==> config.mk <==
export PLATFORM = sky130hd
export DESIGN_NAME = xlane_fold
export DESIGN_NICKNAME = d
export VERILOG_FILES = /design/src/rtl/xlane_pkg.sv /design/src/rtl/xlane_node.sv /design/src/rtl/xlane_tree.sv /design/src/rtl/xlane_side.sv /design/src/rtl/xlane_fold.sv
export SDC_FILE = /design/constraint.sdc
export NUM_CORES = 2
export LEC_CHECK = 0
export ABC_CLOCK_PERIOD_IN_PS = 6800
export BUFFER_PORTS_ARGS = -buffer_cell sky130_fd_sc_hd__buf_2
export CORE_ASPECT_RATIO = 1.75
export CORE_MARGIN = 4
export CORE_UTILIZATION = 62
export DETAILED_ROUTE_END_ITERATION = 6
export PLACE_DENSITY_LB_ADDON = 0.15
export SLEW_MARGIN = 20
export SYNTH_ARGS = -nofsm -noshare
export SYNTH_HDL_FRONTEND = slang
export SYNTH_SLANG_ARGS = --single-unit
==> constraint.sdc <==
create_clock -name clk -period 6.8 [get_ports clk]
set_input_delay 1.02 -clock clk [delete_from_list [all_inputs] [get_ports clk]]
set_output_delay 1.02 -clock clk [all_outputs]
set_load 0.03 [all_outputs]
==> src/rtl/xlane_pkg.sv <==
package xlane_pkg;

  typedef enum logic [2:0] {
    OP_SUM  = 3'd0,
    OP_SSUM = 3'd1,
    OP_MAX  = 3'd2,
    OP_MIN  = 3'd3,
    OP_AMAX = 3'd4,
    OP_AMIN = 3'd5,
    OP_ALL  = 3'd6,
    OP_ANY  = 3'd7
  } fold_op_e;

  typedef enum logic [1:0] {
    K_ADD = 2'd0,
    K_MAX = 2'd1,
    K_MIN = 2'd2
  } comb_kind_e;

  function automatic comb_kind_e kind_of(fold_op_e op);
    case (op)
      OP_MAX, OP_AMAX: return K_MAX;
      OP_MIN, OP_AMIN: return K_MIN;
      default:         return K_ADD;
    endcase
  endfunction

endpackage

==> src/rtl/xlane_node.sv <==
module xlane_node
  import xlane_pkg::*;
#(
  parameter int ACC_W = 21,
  parameter int IDX_W = 5
) (
  input  logic             clk,
  input  comb_kind_e       kind,
  input  logic [ACC_W-1:0] a_val,
  input  logic [IDX_W-1:0] a_idx,
  input  logic [ACC_W-1:0] b_val,
  input  logic [IDX_W-1:0] b_idx,
  output logic [ACC_W-1:0] y_val,
  output logic [IDX_W-1:0] y_idx
);

  // Operand a always covers the lower lanes, so a tie keeps a.
  logic take_b;

  always_comb begin
    case (kind)
      K_MAX:   take_b = (b_val > a_val);
      K_MIN:   take_b = (b_val < a_val);
      default: take_b = 1'b0;
    endcase
  end

  always_ff @(posedge clk) begin
    if (kind == K_ADD) y_val <= a_val + b_val;
    else               y_val <= take_b ? b_val : a_val;
    y_idx <= take_b ? b_idx : a_idx;
  end

endmodule

==> src/rtl/xlane_tree.sv <==
module xlane_tree
  import xlane_pkg::*;
#(
  parameter int LANES  = 32,
  parameter int DATA_W = 16
) (
  input  logic                          clk,
  input  comb_kind_e                    kind_i,
  input  logic [LANES*DATA_W-1:0]       vec_i,
  output logic [DATA_W+$clog2(LANES)-1:0] root_val,
  output logic [$clog2(LANES)-1:0]      root_idx
);

  localparam int LEVELS = $clog2(LANES);
  localparam int ACC_W  = DATA_W + LEVELS;
  localparam int IDX_W  = LEVELS;

  logic [ACC_W-1:0] leaf_v [LANES];
  logic [IDX_W-1:0] leaf_i [LANES];
  logic [ACC_W-1:0] node_v [1:LANES-1];
  logic [IDX_W-1:0] node_i [1:LANES-1];
  comb_kind_e       kreg   [1:LEVELS-1];

  // Leaves: sums see sign-extended lanes; max/min see the lane with its
  // sign bit inverted, so a plain unsigned compare orders signed values.
  for (genvar k = 0; k < LANES; k++) begin : g_leaf
    logic [DATA_W-1:0] raw;
    assign raw = vec_i[k*DATA_W +: DATA_W];
    assign leaf_v[k] = (kind_i == K_ADD)
      ? ACC_W'($signed(raw))
      : {{(ACC_W-DATA_W){1'b0}}, ~raw[DATA_W-1], raw[DATA_W-2:0]};
    assign leaf_i[k] = IDX_W'(k);
  end

  // Kind follows the data down the tree, one register per level.
  always_ff @(posedge clk) begin
    kreg[1] <= kind_i;
    for (int s = 2; s < LEVELS; s++) kreg[s] <= kreg[s-1];
  end

  // Heap-indexed nodes: node i combines 2i (lower lanes) and 2i+1.
  for (genvar i = 1; i < LANES; i++) begin : g_node
    localparam int ST = LEVELS - $clog2(i + 1);
    comb_kind_e       nk;
    logic [ACC_W-1:0] av, bv;
    logic [IDX_W-1:0] ai, bi;

    if (ST == 0) begin : g_k0
      assign nk = kind_i;
    end else begin : g_kn
      assign nk = kreg[ST];
    end

    if (2*i >= LANES) begin : g_from_leaf
      assign av = leaf_v[2*i - LANES];
      assign ai = leaf_i[2*i - LANES];
      assign bv = leaf_v[2*i + 1 - LANES];
      assign bi = leaf_i[2*i + 1 - LANES];
    end else begin : g_from_node
      assign av = node_v[2*i];
      assign ai = node_i[2*i];
      assign bv = node_v[2*i + 1];
      assign bi = node_i[2*i + 1];
    end

    xlane_node #(.ACC_W(ACC_W), .IDX_W(IDX_W)) u_node (
      .clk  (clk),
      .kind (nk),
      .a_val(av),
      .a_idx(ai),
      .b_val(bv),
      .b_idx(bi),
      .y_val(node_v[i]),
      .y_idx(node_i[i])
    );
  end

  assign root_val = node_v[1];
  assign root_idx = node_i[1];

endmodule

==> src/rtl/xlane_side.sv <==
module xlane_side
  import xlane_pkg::*;
#(
  parameter int PRED_W = 64,
  parameter int N_W    = 7,
  parameter int STAGES = 5
) (
  input  logic              clk,
  input  logic              rst,
  input  logic              valid_i,
  input  fold_op_e          op_i,
  input  logic [PRED_W-1:0] pred_i,
  input  logic [N_W-1:0]    n_i,
  output logic              valid_o,
  output fold_op_e          op_o,
  output logic              bit_o,
  output logic [PRED_W-1:0] tail_o
);

  typedef struct packed {
    logic           vld;
    fold_op_e       op;
    logic           fbit;
    logic [N_W-1:0] n;
  } side_t;

  side_t pipe [STAGES];
  side_t head;

  // The predicate is folded on entry; only one bit rides the pipe.
  always_comb begin
    head.vld  = valid_i;
    head.op   = op_i;
    head.fbit = (op_i == OP_ALL) ? (&pred_i) : (|pred_i);
    head.n    = n_i;
  end

  always_ff @(posedge clk) begin
    if (rst) begin
      for (int s = 0; s < STAGES; s++) pipe[s] <= '0;
    end else begin
      pipe[0] <= head;
      for (int s = 1; s < STAGES; s++) pipe[s] <= pipe[s-1];
    end
  end

  assign valid_o = pipe[STAGES-1].vld;
  assign op_o    = pipe[STAGES-1].op;
  assign bit_o   = pipe[STAGES-1].fbit;

  // Tail mask expanded at the exit from the delayed count.
  for (genvar l = 0; l < PRED_W; l++) begin : g_tail
    assign tail_o[l] = (int'(pipe[STAGES-1].n) > l);
  end

endmodule

==> src/rtl/xlane_fold.sv <==
module xlane_fold
  import xlane_pkg::*;
#(
  parameter int LANES  = 32,
  parameter int DATA_W = 16,
  parameter int PRED_W = 64,
  parameter int N_W    = 7,
  parameter int RES_W  = 32
) (
  input  logic                    clk,
  input  logic                    rst,
  input  logic                    in_valid,
  input  logic [2:0]              op_i,
  input  logic [LANES*DATA_W-1:0] vec_i,
  input  logic [PRED_W-1:0]       pred_i,
  input  logic [N_W-1:0]          n_i,
  output logic                    out_valid,
  output logic [RES_W-1:0]        res_o,
  output logic [LANES-1:0]        lane_mask_o,
  output logic                    flag_o,
  output logic [PRED_W-1:0]       tail_o
);

  localparam int LEVELS = $clog2(LANES);
  localparam int ACC_W  = DATA_W + LEVELS;
  localparam int HB_W   = ACC_W - DATA_W;

  fold_op_e op_in;
  assign op_in = fold_op_e'(op_i);

  logic [ACC_W-1:0]  root_val;
  logic [LEVELS-1:0] root_idx;

  xlane_tree #(.LANES(LANES), .DATA_W(DATA_W)) u_tree (
    .clk     (clk),
    .kind_i  (kind_of(op_in)),
    .vec_i   (vec_i),
    .root_val(root_val),
    .root_idx(root_idx)
  );

  logic              s_valid, s_bit;
  fold_op_e          s_op;
  logic [PRED_W-1:0] s_tail;

  xlane_side #(.PRED_W(PRED_W), .N_W(N_W), .STAGES(LEVELS)) u_side (
    .clk    (clk),
    .rst    (rst),
    .valid_i(in_valid),
    .op_i   (op_in),
    .pred_i (pred_i),
    .n_i    (n_i),
    .valid_o(s_valid),
    .op_o   (s_op),
    .bit_o  (s_bit),
    .tail_o (s_tail)
  );

  // Output formatting: saturation once on the exact sum, unbias extrema.
  logic [DATA_W-1:0] ext16, sat16;
  logic [HB_W-1:0]   hb;
  logic              sgn;
  logic [RES_W-1:0]  res_c;
  logic [LANES-1:0]  mask_c;
  logic              flag_c;

  always_comb begin
    ext16 = {~root_val[DATA_W-1], root_val[DATA_W-2:0]};
    sgn   = root_val[ACC_W-1];
    hb    = root_val[ACC_W-2:DATA_W-1];
    if (!sgn && (|hb))      sat16 = {1'b0, {(DATA_W-1){1'b1}}};
    else if (sgn && !(&hb)) sat16 = {1'b1, {(DATA_W-1){1'b0}}};
    else                    sat16 = root_val[DATA_W-1:0];

    res_c  = '0;
    mask_c = '0;
    flag_c = 1'b0;
    case (s_op)
      OP_SUM:  res_c = RES_W'($signed(root_val));
      OP_SSUM: res_c = RES_W'($signed(sat16));
      OP_MAX, OP_MIN: res_c = RES_W'($signed(ext16));
      OP_AMAX, OP_AMIN: begin
        res_c = RES_W'($signed(ext16));
        mask_c[root_idx] = 1'b1;
      end
      default: flag_c = s_bit;
    endcase
  end

  always_ff @(posedge clk) begin
    if (rst) begin
      out_valid   <= 1'b0;
      res_o       <= '0;
      lane_mask_o <= '0;
      flag_o      <= 1'b0;
      tail_o      <= '0;
    end else begin
      out_valid   <= s_valid;
      res_o       <= res_c;
      lane_mask_o <= mask_c;
      flag_o      <= flag_c;
      tail_o      <= s_tail;
    end
  end

endmodule

# Word-level counts from Yosys, hierarchy flattened

Memories as Yosys holds them, arrays and structs flattened.
Index checks and enable logic that the tools add are counted.

RAM bits: 68
Output and inout port bits: 130
Register bits: 899
Memories: 2
Input bits: 589
Logic and storage cells: 479

$lt $le $gt $ge: 128
$add $sub $neg: 31
Bitwise logic cells: 39
Equality and inequality tests: 20
Multiplexer cells: 171
Reduce and logical (&&, ||, !) cells: 21

Memory list:

| name        | words | bits a word | rd ports | clocked after memory_dff | wr ports | line             | RTL |
|---|---|---|---|---|---|---|---|
| u_side.pipe | 5     | 12          | 5        | 0                        | 5        | xlane_side.sv:27 | `side_t pipe [STAGES];` |
| u_tree.kreg | 4     | 2           | 4        | 0                        | 4        | xlane_tree.sv:22 | `comb_kind_e kreg [1:LEVELS-1];` |

Operators by type and width:

| operator             | number |
|---|---|
| $mux W21             | 94 |
| $add A21 B21 Y21     | 31 |
| $gt A21 B21 Y1       | 31 |
| $lt A21 B21 Y1       | 31 |
| $gt A7 B6 Y1 const B | 32 |
| $gt A7 B5 Y1 const B | 16 |
| $pmux W32 S3         | 1 |
| $reduce_and A64 Y1   | 1 |
| $reduce_or A64 Y1    | 1 |
| $pmux W1 S2          | 31 |
| $mux W12             | 5 |
| $gt A7 B4 Y1 const B | 8 |
| $mux W5              | 8 |
| $not A1 Y1           | 34 |
| $mux W16             | 2 |
| $gt A7 B3 Y1 const B | 4 |
| $mux W1              | 21 |
| $mux W4              | 4 |
| $eq A3 B3 Y1 const B | 5 |
| $gt A7 B1 Y1 const B | 2 |
| $gt A7 B2 Y1 const B | 2 |
| $eq A3 B2 Y1 const B | 4 |
| $eq A2 B1 Y1 const B | 5 |
| $eq A2 B2 Y1 const B | 5 |
| other kinds (17)     | 32 |

# Logic depth before layout (Yosys ltp)

Depth in word-level cells: 9
Mapped depth: 19
Mapped depth without buffers: 13

# Cells and area by module

Synthesis repeated with hierarchy kept, for this count alone.

Cells, all modules: 11008
Area, all modules: 89702.3 µm²

By module, submodules not included:

| module                                    | seq. area each (µm²) | times used | cells each | area each (µm²) |
|---|---|---|---|---|
| xlane_node (u_tree.g_node[15].u_node ...) | 520.5                | 20         | 348        | 2685.1 |
| xlane_node (u_tree.g_node[10].u_node ...) | 520.5                | 10         | 303        | 2646.3 |
| xlane_fold                                | 2382.3               | 1          | 341        | 3682.3 |
| xlane_node (u_tree.g_node[14].u_node)     | 520.5                | 1          | 304        | 2608.8 |
| xlane_side                                | 1201.2               | 1          | 298        | 2555.0 |
| xlane_tree                                | 160.2                | 1          | 75         | 691.9 |

# Worst setup path after synthesis

No wires, ideal clock.

Kind: input port to flip-flop
Start point: in op_i[2]
End point: reg u_tree.g_node[31].u_node.y_val[0]
Slack: 1610 ps
Buffers on the path: 7
Cell stages on the path: 18
Data required time: 6664 ps
Arrival: 5054 ps
Library setup time: 136 ps
Cell sequence: xor2_1 inv_2 buf_4 clkbuf_1 clkbuf_1 clkbuf_1 ha_1 inv_1 ha_1 buf_1 nand2_1 or4_1 o22ai_1 a32o_1 buf_4 buf_4 mux2i_1 mux2i_1

Word-level cells in the longest chain between the ends: 9
Elaborated cells on any way between the ends: 17
Those cells by class: 2 x order compare; 6 x eq/ne; 6 x mux; 3 x reduce/logical

Ends and longest elaborated chain:

| item                                             | line                               | RTL |
|---|---|---|
| start: declaration                               | xlane_fold.sv:13                   | `input logic [2:0] op_i,` |
| $eq A3 B2 Y1 or $eq A3 B3 Y1 (tied branches)     | xlane_pkg.sv:21                    | `case (op)` |
| $reduce_or A2 Y1                                 | xlane_pkg.sv:21                    |  |
| $pmux W2 S2 (*)                                  | xlane_pkg.sv:21                    |  |
| $logic_not A2 Y1                                 | xlane_tree.sv:29                   | `assign leaf_v[k] = (kind_i == K_ADD)` |
| $mux W21                                         | xlane_tree.sv:30                   | `? ACC_W'($signed(raw))` |
| $lt A21 B21 Y1 or $gt A21 B21 Y1 (tied branches) | xlane_node.sv:23, xlane_node.sv:22 |  |
| $pmux W1 S2 (*)                                  | xlane_node.sv:21                   | `case (kind)` |
| named net u_tree.g_node[31].u_node.take_b        | xlane_node.sv:18                   | `logic take_b;` |
| $mux W21 (*)                                     | xlane_node.sv:30                   | `else y_val <= take_b ? b_val : a_val;` |
| $mux W21 (*)                                     | xlane_node.sv:29                   | `if (kind == K_ADD) y_val <= a_val + b_val;` |
| end signal: assignment                           | xlane_node.sv:29                   |  |
| end signal: assignment                           | xlane_node.sv:30                   |  |
| end: declaration                                 | xlane_node.sv:13                   | `output logic [ACC_W-1:0] y_val,` |

Mark *: on every way through the listed nets, which the timed path passes. The rest lies on a longest branch.
A chain may end at the register's enable or synchronous reset.

# Worst setup path after layout

Start point: in op_i[2]
End point: reg u_tree.g_node[16].u_node.y_val[11]

Word-level cells in the longest chain between the ends: 9
Elaborated cells on any way between the ends: 17
Those cells by class: 2 x order compare; 6 x eq/ne; 6 x mux; 3 x reduce/logical

Ends and longest elaborated chain:

| item                                             | line |
|---|---|
| $eq A3 B2 Y1 or $eq A3 B3 Y1 (tied branches)     | xlane_pkg.sv:21 |
| $reduce_or A2 Y1                                 | xlane_pkg.sv:21 |
| $pmux W2 S2 (*)                                  | xlane_pkg.sv:21 |
| $logic_not A2 Y1                                 | xlane_node.sv:29, xlane_tree.sv:29 |
| $mux W21                                         | xlane_tree.sv:30 |
| $lt A21 B21 Y1 or $gt A21 B21 Y1 (tied branches) | xlane_node.sv:23, xlane_node.sv:22 |
| $pmux W1 S2                                      | xlane_node.sv:21 |
| $mux W21                                         | xlane_node.sv:30 |
| $mux W21 (*)                                     | xlane_node.sv:29 |
| end signal: assignment                           | xlane_node.sv:29 |
| end signal: assignment                           | xlane_node.sv:30 |
| end: declaration                                 | xlane_node.sv:13 |

Every way passes the cells marked *; elsewhere a longest branch is shown, timed or not.

==> results.yml <==
status:
  status: "finished, violations left"
  violations: "design-rule violations"
synth:
  async_set_or_reset_register_ratio_after_synthesis_pct: 0
  synth-warning-count: 0
  netlist_area_um2: 74650
  synth.yosys.seq_area_share_pct: 24.00
  yosys_most_used_dff: "sky130_fd_sc_hd__dfxtp_1"
  synth.avg_cell_area_um2: 8.049
  mappedNetlistNets: 11053
  cells_after_synthesis: 9274
  ys_seq_elements: 895
  synth_cell_type_count: 104
  synth_edf_count: 0
detailed_routing:
  num_vias: 68510
  finalWirelength_um: 240100
  drt_first_pass_iters: 7
  remaining_drc_errors: 6
  met3RoutedLength_um: 15860
  detail_route.wirelength.met1_um: 85760
  detail_route.wl_per_cell_um: 20.92
  detail_route.iter0.violations: 4164
  met2RoutedLength_um: 119400
  route.detailed.vias_per_inst: 5.967
  highest-signal-layer: "met5"
  antenna_left: 0
min_path:
  timing.hold.worst.class: "reg -> reg"
placed_design:
  setup_ws_pre_cts_ps: 1452
  placed_cells: 11268
  port_buffers: 718
  dp.final_hpwl_um: 196700
  gp_congestion: 1.012
  placed_cell_area_um2: 79530
sta:
  fin_hold_ws_ps: 374.8
  final-setup-viol-count: 0
  setup_ws_ps: 2039
  slew_headroom_pct: 21.96
  rsz0062_at_grt: "no"
  clk_skew_ps: 22.80
  max_slew.worst_pin.slew_ps: 1138
  finalMaxSlewViolations: 0
  final_report_hold_violation_count: 0
  finalCritPeriodShare_pct: 70.02
  period_needed_ps: 4761
  final.setup.tns_ps: 0
  achievable-frequency_mhz: 210.0
global_route:
  gr-usage-all-layers_pct: 36.26
  vias_in_the_first_global_route: 67985
  grt_max_degree: 145
  antenna_found_initial: 69
  globalRouteOverflowTotal: 0
  grt_pass1_wl_um: 365900
clocking:
  holdBufCountCts: 0
  maximum_clock_insertion_buffer_count: 3
  htreeDepth: 3
  cts_setup_buffers: 0
  postcts_resize_cnt: 0
  cts_num_sinks: 895
  tritoncts_clock_tree: "yes"
  clk_transition_reported_paths_ps: 70
  cts.root.buffer_cell: "sky130_fd_sc_hd__clkbuf_16"
  worst_skew_pair.late_latency_ps: 720
  tritoncts.num_buffers: 87
floorplan:
  die-height_um: 467.0
  floorplan.initialDensity_pct: 62.41
  fp.dieArea_um2: 126200
  boundaryPins: 719
  die_x_extent_um: 270.3
  core_region_area_um2: 119600
  core.rowCount: 168
pwr:
  vdd.ir_drop.worst_v: 0.0002316
  leakage_power_of_the_design_nw: 40.26
  p_per_area_nw_per_um2: 379.4
setup_path:
  critPathCaptureType: "register"
  path_class: "in -> reg"
  worst_setup_path_start_kind: "input pin"
  critical_path_arrival_ps: 5330
  worstPathRequired_ps: 7370
  worst-path-max-fanout: 113
cells_and_area:
  final_cells: 11481
  layout_commonest_cell: "sky130_fd_sc_hd__ha_1"
  finish.net_count: 11609
  layout.cells.most_common_list: "1156 x sky130_fd_sc_hd__ha_1, 1070 x sky130_fd_sc_hd__inv_1, 895 x sky130_fd_sc_hd__dfxtp_1, 792 x sky130_fd_sc_hd__a21oi_1, 740 x sky130_fd_sc_hd__nor2_1"
  syn2layout_area_growth_pct: 10.82
  final_layout_size_suffix_gt1_share_pct: 10.99
  layout.filler_cells: 10047
  finalInstanceArea_um2: 82730
run:
  max_cap_violations: 0
## Yosys cell counts (15+ instances only)
master	number	area share, %
sky130_fd_sc_hd__a21oi_1	792	5.3
sky130_fd_sc_hd__inv_1	1070	5.4
sky130_fd_sc_hd__o21ai_1	21	0.14
sky130_fd_sc_hd__clkbuf_1	216	1.1
sky130_fd_sc_hd__o311ai_0	30	0.35
sky130_fd_sc_hd__nor3_1	180	1.2
sky130_fd_sc_hd__dfxtp_1	895	24
sky130_fd_sc_hd__nand3_1	91	0.61
sky130_fd_sc_hd__a21boi_0	17	0.17
sky130_fd_sc_hd__a31oi_1	93	0.78
sky130_fd_sc_hd__or2_2	27	0.23
sky130_fd_sc_hd__mux2i_1	518	6.9
sky130_fd_sc_hd__xor2_1	168	2.0
sky130_fd_sc_hd__and4_1	22	0.26
sky130_fd_sc_hd__nor3b_1	26	0.26
sky130_fd_sc_hd__and3_1	45	0.38
sky130_fd_sc_hd__o31a_1	18	0.21
sky130_fd_sc_hd__fa_1	31	0.83
sky130_fd_sc_hd__o221ai_1	19	0.22
sky130_fd_sc_hd__buf_2	56	0.38
sky130_fd_sc_hd__nor2_1	740	3.7
sky130_fd_sc_hd__o21ai_0	627	4.2
sky130_fd_sc_hd__mux2_2	40	0.60
sky130_fd_sc_hd__or4_1	19	0.19
sky130_fd_sc_hd__o21a_1	50	0.50
sky130_fd_sc_hd__buf_4	30	0.30
sky130_fd_sc_hd__nand4_1	106	0.89
sky130_fd_sc_hd__a21o_1	96	0.97
sky130_fd_sc_hd__nand2b_1	121	1.0
sky130_fd_sc_hd__and2_1	30	0.25
sky130_fd_sc_hd__o22ai_1	26	0.22
sky130_fd_sc_hd__nand3b_1	15	0.15
sky130_fd_sc_hd__nand2_1	581	2.9
sky130_fd_sc_hd__o31ai_1	58	0.58
sky130_fd_sc_hd__o41ai_1	20	0.23
sky130_fd_sc_hd__o211ai_1	47	0.47
sky130_fd_sc_hd__a211oi_1	122	1.2
sky130_fd_sc_hd__or3_1	53	0.44
sky130_fd_sc_hd__xnor2_1	335	3.9
sky130_fd_sc_hd__o21bai_1	142	1.4
sky130_fd_sc_hd__ha_1	1159	19
sky130_fd_sc_hd__a221oi_1	39	0.46
sky130_fd_sc_hd__nor4_1	49	0.41
sky130_fd_sc_hd__nor2b_1	206	1.7
## kinds of logic (layout without fill, tap and decap cells)
kind of cell | Yosys count | in the layout | synth area share [%]
AND/OR/NAND/NOR | 2340 | 2340 | 15.03
flip-flops | 895 | 895 | 24.00
buffers and inverters | 1393 | 2019 | 7.301
adder cells (fa/ha/maj) | 1190 | 1190 | 20.26
multiplexers | 565 | 565 | 7.707
AO/OA/AOI/OAI | 2387 | 2387 | 19.77
other | 0 | 51 | 0
XOR/XNOR | 504 | 504 | 5.932
## state kept, by name, summed over array words and instances (netlist names)
register                    flops
flag_o                          1
lane_mask_o                    32
out_valid                       1
res_o                          21
tail_o                         64
u_side.pipe                    60
u_tree.g_node.u_node.y_idx     57
u_tree.g_node.u_node.y_val    651
u_tree.kreg                     8
## critical path, stage by stage
cell                        delay, ps
sky130_fd_sc_hd__buf_2            140
sky130_fd_sc_hd__xor2_4           210
sky130_fd_sc_hd__inv_8            550
sky130_fd_sc_hd__buf_4            530
sky130_fd_sc_hd__ha_1             260
sky130_fd_sc_hd__inv_1             70
sky130_fd_sc_hd__ha_1             430
sky130_fd_sc_hd__nand4_1          150
sky130_fd_sc_hd__nor3_1           280
sky130_fd_sc_hd__a21boi_1         330
sky130_fd_sc_hd__a2111oi_4        100
sky130_fd_sc_hd__mux2i_4          720
sky130_fd_sc_hd__mux2i_1          330
sky130_fd_sc_hd__o21ai_0          130
## power breakdown
| group | switching (W) | total [W] | internal (W) |
|---|---|---|---|
| registers | 0.00163 | 0.00847 | 0.00684 |
| logic | 0.0106 | 0.0177 | 0.00712 |
| clock network | 0.00228 | 0.00521 | 0.00292 |
| total | 0.0145 | 0.0314 | 0.0169 |
## metrics by stage
step	utilization (%)	power, W
final	69.17	0.03138
after global routing	69.09	0.03356
after CTS	69.01	0.03119
after detailed placement	66.50	0.02592
after global placement	66.43	0.02556
after floorplan	-	0.02045
## worst paths after layout
path	from	end	slack, ps	cells after the start
worst max register to register	u_tree.g_node[4].u_node.y_val[18]	u_tree.g_node[2].u_node.y_val[20]	2860	10
worst min-delay path	u_tree.kreg[0][7]	u_tree.kreg[0][9]	370	0
worst min register to register	u_tree.kreg[0][7]	u_tree.kreg[0][9]	370	0
worst max-delay path	op_i[2]	u_tree.g_node[16].u_node.y_val[11]	2040	14
## cell type report
cell class | instances | area [um^2] | share of cell area [%]
multi-input combinational | 6986 | 51490 | 62.24
sequential | 895 | 17920 | 21.66
timing repair buffer | 788 | 4247 | 5.133
inverter | 1072 | 4031 | 4.873
clock buffer | 110 | 2375 | 2.871
tap | 1530 | 1914 | 2.314
clock inverter | 49 | 629.4 | 0.7608
antenna | 51 | 127.6 | 0.1543
## per-layer routing
| layer | vias up | global-route usage (%) |
|---|---|---|
| met2 | 2217 | 66.43 |
| li1 | 33251 | - |
| met3 | 719 | 7.237 |
| met4 | 42 | 24.83 |
| met1 | 32281 | 37.06 |
| met5 | - | 0 |
No activity file was read; power rests on OpenSTA's default activity.
